[src/rtl/gpio_irq_pkg.sv]
package gpio_irq_pkg;

    localparam int DATA_W = 32;
    localparam int ADDR_W = 8;

    localparam logic [ADDR_W-1:0] OFS_PEND = 8'h0C;
    localparam logic [ADDR_W-1:0] OFS_MASK = 8'h10;
    localparam logic [ADDR_W-1:0] OFS_ACK  = 8'h14;
    localparam logic [ADDR_W-1:0] OFS_MODE = 8'h18;
    localparam logic [ADDR_W-1:0] OFS_SNS  = 8'h1C;
    localparam logic [ADDR_W-1:0] OFS_REV  = 8'h20;
    localparam logic [ADDR_W-1:0] OFS_DUAL = 8'h24;

    localparam logic [DATA_W-1:0] REV_VALUE = 32'd3;

    typedef enum logic [2:0] {
        TRG_LVL_LO,
        TRG_LVL_HI,
        TRG_EDGE_FALL,
        TRG_EDGE_RISE,
        TRG_EDGE_ANY
    } trig_e;

    typedef enum logic [1:0] {
        WARM_0,
        WARM_1,
        WARM_2,
        ARMED
    } warm_e;

endpackage

[src/rtl/gpio_irq_sync.sv]
module gpio_irq_sync #(
    parameter int NPIN = 32
) (
    input  logic            clk,
    input  logic            rst_n,
    input  logic [NPIN-1:0] pin_in,
    output logic [NPIN-1:0] cur,
    output logic [NPIN-1:0] old
);

    logic [NPIN-1:0] stage1_q;
    logic [NPIN-1:0] stage2_q;
    logic [NPIN-1:0] prev_q;

    always_ff @(posedge clk or negedge rst_n) begin
        if (!rst_n) begin
            stage1_q <= '0;
            stage2_q <= '0;
            prev_q   <= '0;
        end else begin
            stage1_q <= pin_in;
            stage2_q <= stage1_q;
            prev_q   <= stage2_q;
        end
    end

    always_comb begin
        cur = stage2_q;
        old = prev_q;
    end

endmodule

[src/rtl/gpio_irq_detect.sv]
module gpio_irq_detect
    import gpio_irq_pkg::*;
#(
    parameter int NPIN = 32
) (
    input  logic            arm,
    input  logic [NPIN-1:0] cur,
    input  logic [NPIN-1:0] old,
    input  logic [NPIN-1:0] mode,
    input  logic [NPIN-1:0] sns,
    input  logic [NPIN-1:0] dual,
    output logic [NPIN-1:0] hit,
    output logic [NPIN-1:0] lvl_hit
);

    for (genvar i = 0; i < NPIN; i++) begin : g_pin
        trig_e kind;
        logic  lvl_raw;
        logic  edg_raw;

        // configuration bits -> trigger kind
        always_comb begin
            if (!mode[i]) begin
                kind = sns[i] ? TRG_LVL_HI : TRG_LVL_LO;
            end else if (dual[i]) begin
                kind = TRG_EDGE_ANY;
            end else begin
                kind = sns[i] ? TRG_EDGE_RISE : TRG_EDGE_FALL;
            end
        end

        always_comb begin
            lvl_raw = 1'b0;
            edg_raw = 1'b0;
            unique case (kind)
                TRG_LVL_LO:    lvl_raw = ~cur[i];
                TRG_LVL_HI:    lvl_raw = cur[i];
                TRG_EDGE_FALL: edg_raw = old[i] & ~cur[i];
                TRG_EDGE_RISE: edg_raw = ~old[i] & cur[i];
                TRG_EDGE_ANY:  edg_raw = old[i] ^ cur[i];
                default:       ;
            endcase
        end

        always_comb begin
            hit[i]     = arm & (lvl_raw | edg_raw);
            lvl_hit[i] = arm & lvl_raw;
        end
    end

endmodule

[src/rtl/gpio_irq_regs.sv]
module gpio_irq_regs
    import gpio_irq_pkg::*;
#(
    parameter int NPIN = 32
) (
    input  logic              clk,
    input  logic              rst_n,
    input  logic              bus_sel,
    input  logic              bus_wr,
    input  logic [ADDR_W-1:0] bus_addr,
    input  logic [DATA_W-1:0] bus_wdata,
    input  logic [NPIN-1:0]   hit,
    output logic [NPIN-1:0]   mode_q,
    output logic [NPIN-1:0]   sns_q,
    output logic [NPIN-1:0]   dual_q,
    output logic [NPIN-1:0]   en_q,
    output logic [NPIN-1:0]   pend_q,
    output logic [NPIN-1:0]   ack_vec,
    output logic [DATA_W-1:0] bus_rdata
);

    logic wr_go;
    logic rd_go;

    always_comb begin
        wr_go   = bus_sel & bus_wr;
        rd_go   = bus_sel & ~bus_wr;
        ack_vec = (wr_go && bus_addr == OFS_ACK) ? bus_wdata[NPIN-1:0] : '0;
    end

    always_ff @(posedge clk or negedge rst_n) begin
        if (!rst_n) begin
            mode_q <= '0;
            sns_q  <= '0;
            dual_q <= '0;
            en_q   <= '0;
        end else if (wr_go) begin
            case (bus_addr)
                OFS_MASK: en_q   <= bus_wdata[NPIN-1:0];
                OFS_MODE: mode_q <= bus_wdata[NPIN-1:0];
                OFS_SNS:  sns_q  <= bus_wdata[NPIN-1:0];
                OFS_DUAL: dual_q <= bus_wdata[NPIN-1:0];
                default:  ;
            endcase
        end
    end

    // new events take priority over acknowledge
    always_ff @(posedge clk or negedge rst_n) begin
        if (!rst_n) begin
            pend_q <= '0;
        end else begin
            pend_q <= (pend_q & ~ack_vec) | hit;
        end
    end

    always_comb begin
        bus_rdata = '0;
        if (rd_go) begin
            case (bus_addr)
                OFS_PEND: bus_rdata[NPIN-1:0] = pend_q;
                OFS_MASK: bus_rdata[NPIN-1:0] = en_q;
                OFS_MODE: bus_rdata[NPIN-1:0] = mode_q;
                OFS_SNS:  bus_rdata[NPIN-1:0] = sns_q;
                OFS_DUAL: bus_rdata[NPIN-1:0] = dual_q;
                OFS_REV:  bus_rdata           = REV_VALUE;
                default:  ;
            endcase
        end
    end

endmodule

[src/rtl/gpio_irq_ctrl.sv]
module gpio_irq_ctrl
    import gpio_irq_pkg::*;
#(
    parameter int NPIN = 32
) (
    input  logic              clk,
    input  logic              rst_n,
    input  logic [NPIN-1:0]   pin_in,
    input  logic              bus_sel,
    input  logic              bus_wr,
    input  logic [ADDR_W-1:0] bus_addr,
    input  logic [DATA_W-1:0] bus_wdata,
    output logic [DATA_W-1:0] bus_rdata,
    output logic              irq
);

    warm_e           st_q;
    warm_e           st_d;
    logic            armed;
    logic [NPIN-1:0] sync_cur;
    logic [NPIN-1:0] sync_old;
    logic [NPIN-1:0] mode_q;
    logic [NPIN-1:0] sns_q;
    logic [NPIN-1:0] dual_q;
    logic [NPIN-1:0] en_q;
    logic [NPIN-1:0] pend_q;
    logic [NPIN-1:0] ack_vec;
    logic [NPIN-1:0] hit;
    logic [NPIN-1:0] lvl_hit;

    // warm-up state register
    always_ff @(posedge clk or negedge rst_n) begin
        if (!rst_n) begin
            st_q <= WARM_0;
        end else begin
            st_q <= st_d;
        end
    end

    always_comb begin
        unique case (st_q)
            WARM_0: st_d = WARM_1;
            WARM_1: st_d = WARM_2;
            WARM_2: st_d = ARMED;
            ARMED:  st_d = ARMED;
        endcase
    end

    // state outputs
    always_comb begin
        armed = (st_q == ARMED);
    end

    gpio_irq_sync #(.NPIN(NPIN)) u_sync (
        .clk    (clk),
        .rst_n  (rst_n),
        .pin_in (pin_in),
        .cur    (sync_cur),
        .old    (sync_old)
    );

    gpio_irq_detect #(.NPIN(NPIN)) u_detect (
        .arm     (armed),
        .cur     (sync_cur),
        .old     (sync_old),
        .mode    (mode_q),
        .sns     (sns_q),
        .dual    (dual_q),
        .hit     (hit),
        .lvl_hit (lvl_hit)
    );

    gpio_irq_regs #(.NPIN(NPIN)) u_regs (
        .clk       (clk),
        .rst_n     (rst_n),
        .bus_sel   (bus_sel),
        .bus_wr    (bus_wr),
        .bus_addr  (bus_addr),
        .bus_wdata (bus_wdata),
        .hit       (hit),
        .mode_q    (mode_q),
        .sns_q     (sns_q),
        .dual_q    (dual_q),
        .en_q      (en_q),
        .pend_q    (pend_q),
        .ack_vec   (ack_vec),
        .bus_rdata (bus_rdata)
    );

    always_comb begin
        irq = |(pend_q & en_q);
    end

endmodule

[config.mk]
export PLATFORM = sky130hd
export DESIGN_NAME = gpio_irq_ctrl
export DESIGN_NICKNAME = d
export VERILOG_FILES = /design/src/rtl/gpio_irq_pkg.sv /design/src/rtl/gpio_irq_sync.sv /design/src/rtl/gpio_irq_detect.sv /design/src/rtl/gpio_irq_regs.sv /design/src/rtl/gpio_irq_ctrl.sv
export SDC_FILE = /design/constraint.sdc
export NUM_CORES = 1
export LEC_CHECK = 0
export BUFFER_PORTS_ARGS = -buffer_cell sky130_fd_sc_hd__buf_2
export CORE_UTILIZATION = 35
export DETAILED_ROUTE_END_ITERATION = 8
export GPL_TIMING_DRIVEN = 1
export PLACE_DENSITY = 0.54
export SETUP_SLACK_MARGIN = 0.1
export SLEW_MARGIN = 20
export SYNTH_ARGS = -nofsm -noshare
export SYNTH_HDL_FRONTEND = slang
export SYNTH_SLANG_ARGS = --single-unit
export TNS_END_PERCENT = 30
[constraint.sdc]
create_clock -name clk -period 9 [get_ports clk]
set_clock_uncertainty 0.15 [all_clocks]
set_input_delay 1.8 -clock clk [delete_from_list [all_inputs] [get_ports clk]]
set_output_delay 1.8 -clock clk [all_outputs]
set_load 0.02 [all_outputs]
==> flow_results.xml <==
<?xml version="1.0" encoding="UTF-8"?>
<metrics>
  <group name="layout">
    <metric name="fin_cells" unit="">1546</metric>
    <metric name="num-nets-final" unit="">1213</metric>
    <metric name="layout_commonest_cell" unit="">sky130_fd_sc_hd__dfrtp_1</metric>
    <metric name="layout_common_cells" unit="">sky130_fd_sc_hd__dfrtp_1, sky130_fd_sc_hd__mux2_2, sky130_fd_sc_hd__buf_2</metric>
    <metric name="num-fill-cells" unit="">3217</metric>
    <metric name="drive_above_1_share" unit="%">27.62</metric>
    <metric name="area_growth" unit="%">17.62</metric>
  </group>
  <group name="power">
    <metric name="power.density_cell_area" unit="mW/mm2">189.5</metric>
    <metric name="tot_pwr" unit="uW">2683</metric>
    <metric name="worst_ir_drop_vdd" unit="mV">0.1682</metric>
    <metric name="static-leakage-power" unit="uW">0.006616</metric>
  </group>
  <group name="worst_setup_path">
    <metric name="crit-reg2reg-capture" unit="">u_regs.pend_q[9]</metric>
    <metric name="crit-reg2reg-launch" unit="">st_q[1]</metric>
    <metric name="worst_r2r_path_depth" unit="">2</metric>
    <metric name="cp_top_family" unit="">simple AND/OR/NAND/NOR gates</metric>
    <metric name="reg2reg_slack" unit="ns">7.44</metric>
    <metric name="worstSetupEndpointType" unit="">output pin</metric>
    <metric name="setup.worst_path.start_class" unit="">primary input</metric>
    <metric name="timing.critical_path.arrival" unit="ns">4.59</metric>
    <metric name="critical_path.cell_chain" unit="">buf_2 &gt; or4_1 &gt; nor2b_2 &gt; buf_4 &gt; a222oi_1 &gt; a21oi_1 &gt; buf_2</metric>
    <metric name="cp_max_fo" unit="">17</metric>
    <metric name="critPathMostFrequentCell" unit="">sky130_fd_sc_hd__buf_2</metric>
    <metric name="worstPathRequired" unit="ns">7.05</metric>
    <metric name="critical-path-max-stage-delay" unit="ns">0.90</metric>
    <metric name="crit_buf_inv" unit="">3</metric>
    <metric name="slowest_cell_on_crit_path" unit="">sky130_fd_sc_hd__nor2b_2</metric>
    <metric name="crit_type" unit="">in -&gt; out</metric>
  </group>
  <group name="min_path">
    <metric name="hold_path_class" unit="">reg -&gt; reg</metric>
    <metric name="worstHoldStart" unit="">u_sync.stage1_q[23]</metric>
    <metric name="hold_end" unit="">u_sync.cur[23]</metric>
    <metric name="hold_path_depth" unit="">0</metric>
  </group>
  <group name="timing">
    <metric name="rsz_0062_raised_after_global_routing" unit="">no</metric>
    <metric name="slew_headroom" unit="%">27.69</metric>
    <metric name="max_clock_freq" unit="GHz">0.1529</metric>
    <metric name="worst-slew-pin-transition" unit="ns">1.080</metric>
    <metric name="period_share" unit="%">72.66</metric>
    <metric name="min_period" unit="ns">6.539</metric>
    <metric name="setup-violations-final" unit="">0</metric>
    <metric name="hold_viol" unit="">0</metric>
    <metric name="timing.setup.tns" unit="ns">0</metric>
    <metric name="maxSlewViolCount" unit="">0</metric>
  </group>
  <group name="place">
    <metric name="place_congestion" unit="">0.7684</metric>
    <metric name="io_buffers" unit="">108</metric>
    <metric name="post_dp_hpwl" unit="um">19210</metric>
    <metric name="place_inst" unit="">1489</metric>
  </group>
  <group name="clock_tree">
    <metric name="postCtsHoldBufs" unit="">0</metric>
    <metric name="clk_transition_reported_paths" unit="ns">0.06</metric>
    <metric name="ctsLongestPathBuffers" unit="">3</metric>
    <metric name="root_buffer" unit="">sky130_fd_sc_hd__clkbuf_16</metric>
    <metric name="post-cts-setup-buffer-count" unit="">0</metric>
    <metric name="clkLatencyLatePin" unit="ns">0.55</metric>
    <metric name="post_cts_resize_count" unit="">0</metric>
    <metric name="ctsHtreeMaxLevel" unit="">1</metric>
    <metric name="cts_made_buffers" unit="">30</metric>
    <metric name="clock_sink_count" unit="">258</metric>
    <metric name="tritoncts" unit="">done</metric>
  </group>
  <group name="global_route">
    <metric name="grt_overflow_total" unit="">0</metric>
    <metric name="wire_length_of_the_first_global_routing_pass" unit="um">49090</metric>
    <metric name="grt_pass1_vias" unit="">8131</metric>
    <metric name="antenna_found_initial" unit="">2</metric>
    <metric name="grt_util_all_layers" unit="%">18.11</metric>
    <metric name="grt_start_max_net_pins" unit="">143</metric>
  </group>
  <group name="floorplanning">
    <metric name="die_w" unit="um">187.4</metric>
    <metric name="die-height" unit="um">187.4</metric>
    <metric name="rows" unit="">67</metric>
    <metric name="num_io_pins" unit="">109</metric>
    <metric name="initial_utilization" unit="%">35.72</metric>
    <metric name="design.core.area" unit="mm2">0.03370</metric>
    <metric name="die_area" unit="mm2">0.03514</metric>
  </group>
  <group name="logic_synthesis">
    <metric name="post-synth-top-area-fraction" unit="%">53.64</metric>
    <metric name="synth.largest_area_cell" unit="">sky130_fd_sc_hd__dfrtp_1</metric>
    <metric name="synth_area_per_cell" unit="um2">12.49</metric>
    <metric name="synth_area" unit="mm2">0.01204</metric>
    <metric name="postSynthNetCount" unit="">1104</metric>
    <metric name="synth_async_sr_flop_share" unit="%">100.0</metric>
    <metric name="synth.distinct_cells" unit="">36</metric>
    <metric name="postSynth.topFlopCell" unit="">sky130_fd_sc_hd__dfrtp_1</metric>
    <metric name="synth_enable_flop_cells" unit="">0</metric>
    <metric name="proportion_of_synthesized_chip_area_in_sequential_cells" unit="%">53.64</metric>
    <metric name="syn-instance-count" unit="">964</metric>
    <metric name="post_synth_main_area_contributors" unit="">sky130_fd_sc_hd__dfrtp_1, sky130_fd_sc_hd__mux2_2, sky130_fd_sc_hd__ha_1</metric>
    <metric name="yosysWarnings" unit="">0</metric>
    <metric name="ys_ff_latch" unit="">258</metric>
  </group>
  <group name="run">
    <metric name="max-cap-violations" unit="">0</metric>
  </group>
  <group name="routing">
    <metric name="drt_wl_total" unit="um">31310</metric>
    <metric name="num_vias" unit="">7925</metric>
    <metric name="drc" unit="">0</metric>
    <metric name="dr.pass1.iters" unit="">6</metric>
    <metric name="ant_nets" unit="">0</metric>
    <metric name="post_drt_via_cell_ratio" unit="">5.126</metric>
    <metric name="drt_iter0_markers" unit="">564</metric>
    <metric name="wl_per_cell" unit="um">20.25</metric>
  </group>
  <group name="run_status">
    <metric name="run_status" unit="">finished clean</metric>
  </group>
</metrics>
==> metrics by stage <==
stage	hold WS (ns)	instance area, um2	utilization, %	worst slack [ns]
after global routing	0.2014	14160	42.01	2.303
final	0.1954	14160	42.01	2.461
after global placement	0.1820	13080	38.80	2.490
after floorplan	0.1812	12040	-	3.346
after CTS	0.1980	14150	42.00	2.472
after detailed placement	0.1847	13080	38.80	2.469
==> registers in the layout (all words and copies together) (netlist names) <==
name,flops
u_regs.sns_q,32
u_sync.stage1_q,32
st_q,2
u_regs.dual_q,32
u_sync.old,32
u_sync.cur,32
u_regs.pend_q,32
u_regs.mode_q,32
u_regs.en_q,32
==> synthesized netlist by cell type, types with 2 or more instances <==
cell type,instances
sky130_fd_sc_hd__ha_1,64
sky130_fd_sc_hd__a222oi_1,29
sky130_fd_sc_hd__nor4b_2,2
sky130_fd_sc_hd__a22oi_1,20
sky130_fd_sc_hd__buf_4,3
sky130_fd_sc_hd__nand4_1,4
sky130_fd_sc_hd__a21oi_1,63
sky130_fd_sc_hd__buf_1,3
sky130_fd_sc_hd__mux2_2,116
sky130_fd_sc_hd__nand2_1,66
sky130_fd_sc_hd__a32oi_1,2
sky130_fd_sc_hd__mux2_1,12
sky130_fd_sc_hd__nor3_4,2
sky130_fd_sc_hd__or3_1,2
sky130_fd_sc_hd__a22o_1,32
sky130_fd_sc_hd__mux2i_1,64
sky130_fd_sc_hd__inv_1,65
sky130_fd_sc_hd__a31oi_1,2
sky130_fd_sc_hd__xor2_1,32
sky130_fd_sc_hd__nand2b_1,5
sky130_fd_sc_hd__clkbuf_1,31
sky130_fd_sc_hd__dfrtp_1,258
sky130_fd_sc_hd__nor2_1,36
sky130_fd_sc_hd__o2bb2ai_1,32
sky130_fd_sc_hd__or4_1,2
sky130_fd_sc_hd__and2_1,2
sky130_fd_sc_hd__buf_6,6
==> worst max path at each step <==
| stage | from | to | cells past startpoint |
|---|---|---|---|
| after floorplan | bus_addr[7] | bus_rdata[1] | 6 |
| after global placement | bus_addr[7] | bus_rdata[7] | 7 |
| after detailed placement | bus_addr[7] | bus_rdata[6] | 7 |
| after CTS | bus_addr[7] | bus_rdata[6] | 7 |
| after global routing | bus_addr[2] | bus_rdata[26] | 7 |
| final | bus_addr[7] | bus_rdata[26] | 7 |
==> logic make-up (layout without fill, tap and decap cells) <==
logic type | Yosys count | after routing | synth area share [%]
AO/OA/AOI/OAI | 181 | 181 | 11.23
buffers and inverters | 108 | 241 | 3.836
adder cells (fa/ha/maj) | 64 | 64 | 6.653
XOR/XNOR | 32 | 32 | 2.328
flip-flops | 258 | 258 | 53.64
AND/OR/NAND/NOR | 129 | 129 | 5.021
other | 0 | 1 | 0
multiplexers | 192 | 192 | 17.30
==> cell type report <==
type,instances,area [um2],share of cell area [%]
inverter,65,244.0,1.723
sequential,258,6456,45.60
clock inverter,13,167.7,1.184
clock buffer,43,910.9,6.434
antenna,1,2.502,0.01768
multi-input combinational,598,5162,36.46
timing repair buffer,120,653.1,4.613
tap,448,560.5,3.959
==> metal layers <==
metal | global-route usage, % | wire, um | vias up | share of wire, %
met4 | 4.378 | 529 | 2 | 1.7
met1 | 25.40 | 14720 | 4011 | 47
met3 | 3.752 | 1635 | 37 | 5.2
met5 | 0 | 11 | - | 0.035
li1 | - | - | 3696 | -
met2 | 28.60 | 14410 | 179 | 46
==> where the power goes <==
part	internal, uW	total [uW]	switching (uW)
logic	62.1	151	89.0
clock network	813	1300	488
registers	1200	1230	33.8
total	2070	2680	610
(Power assumes the default switching activity.)
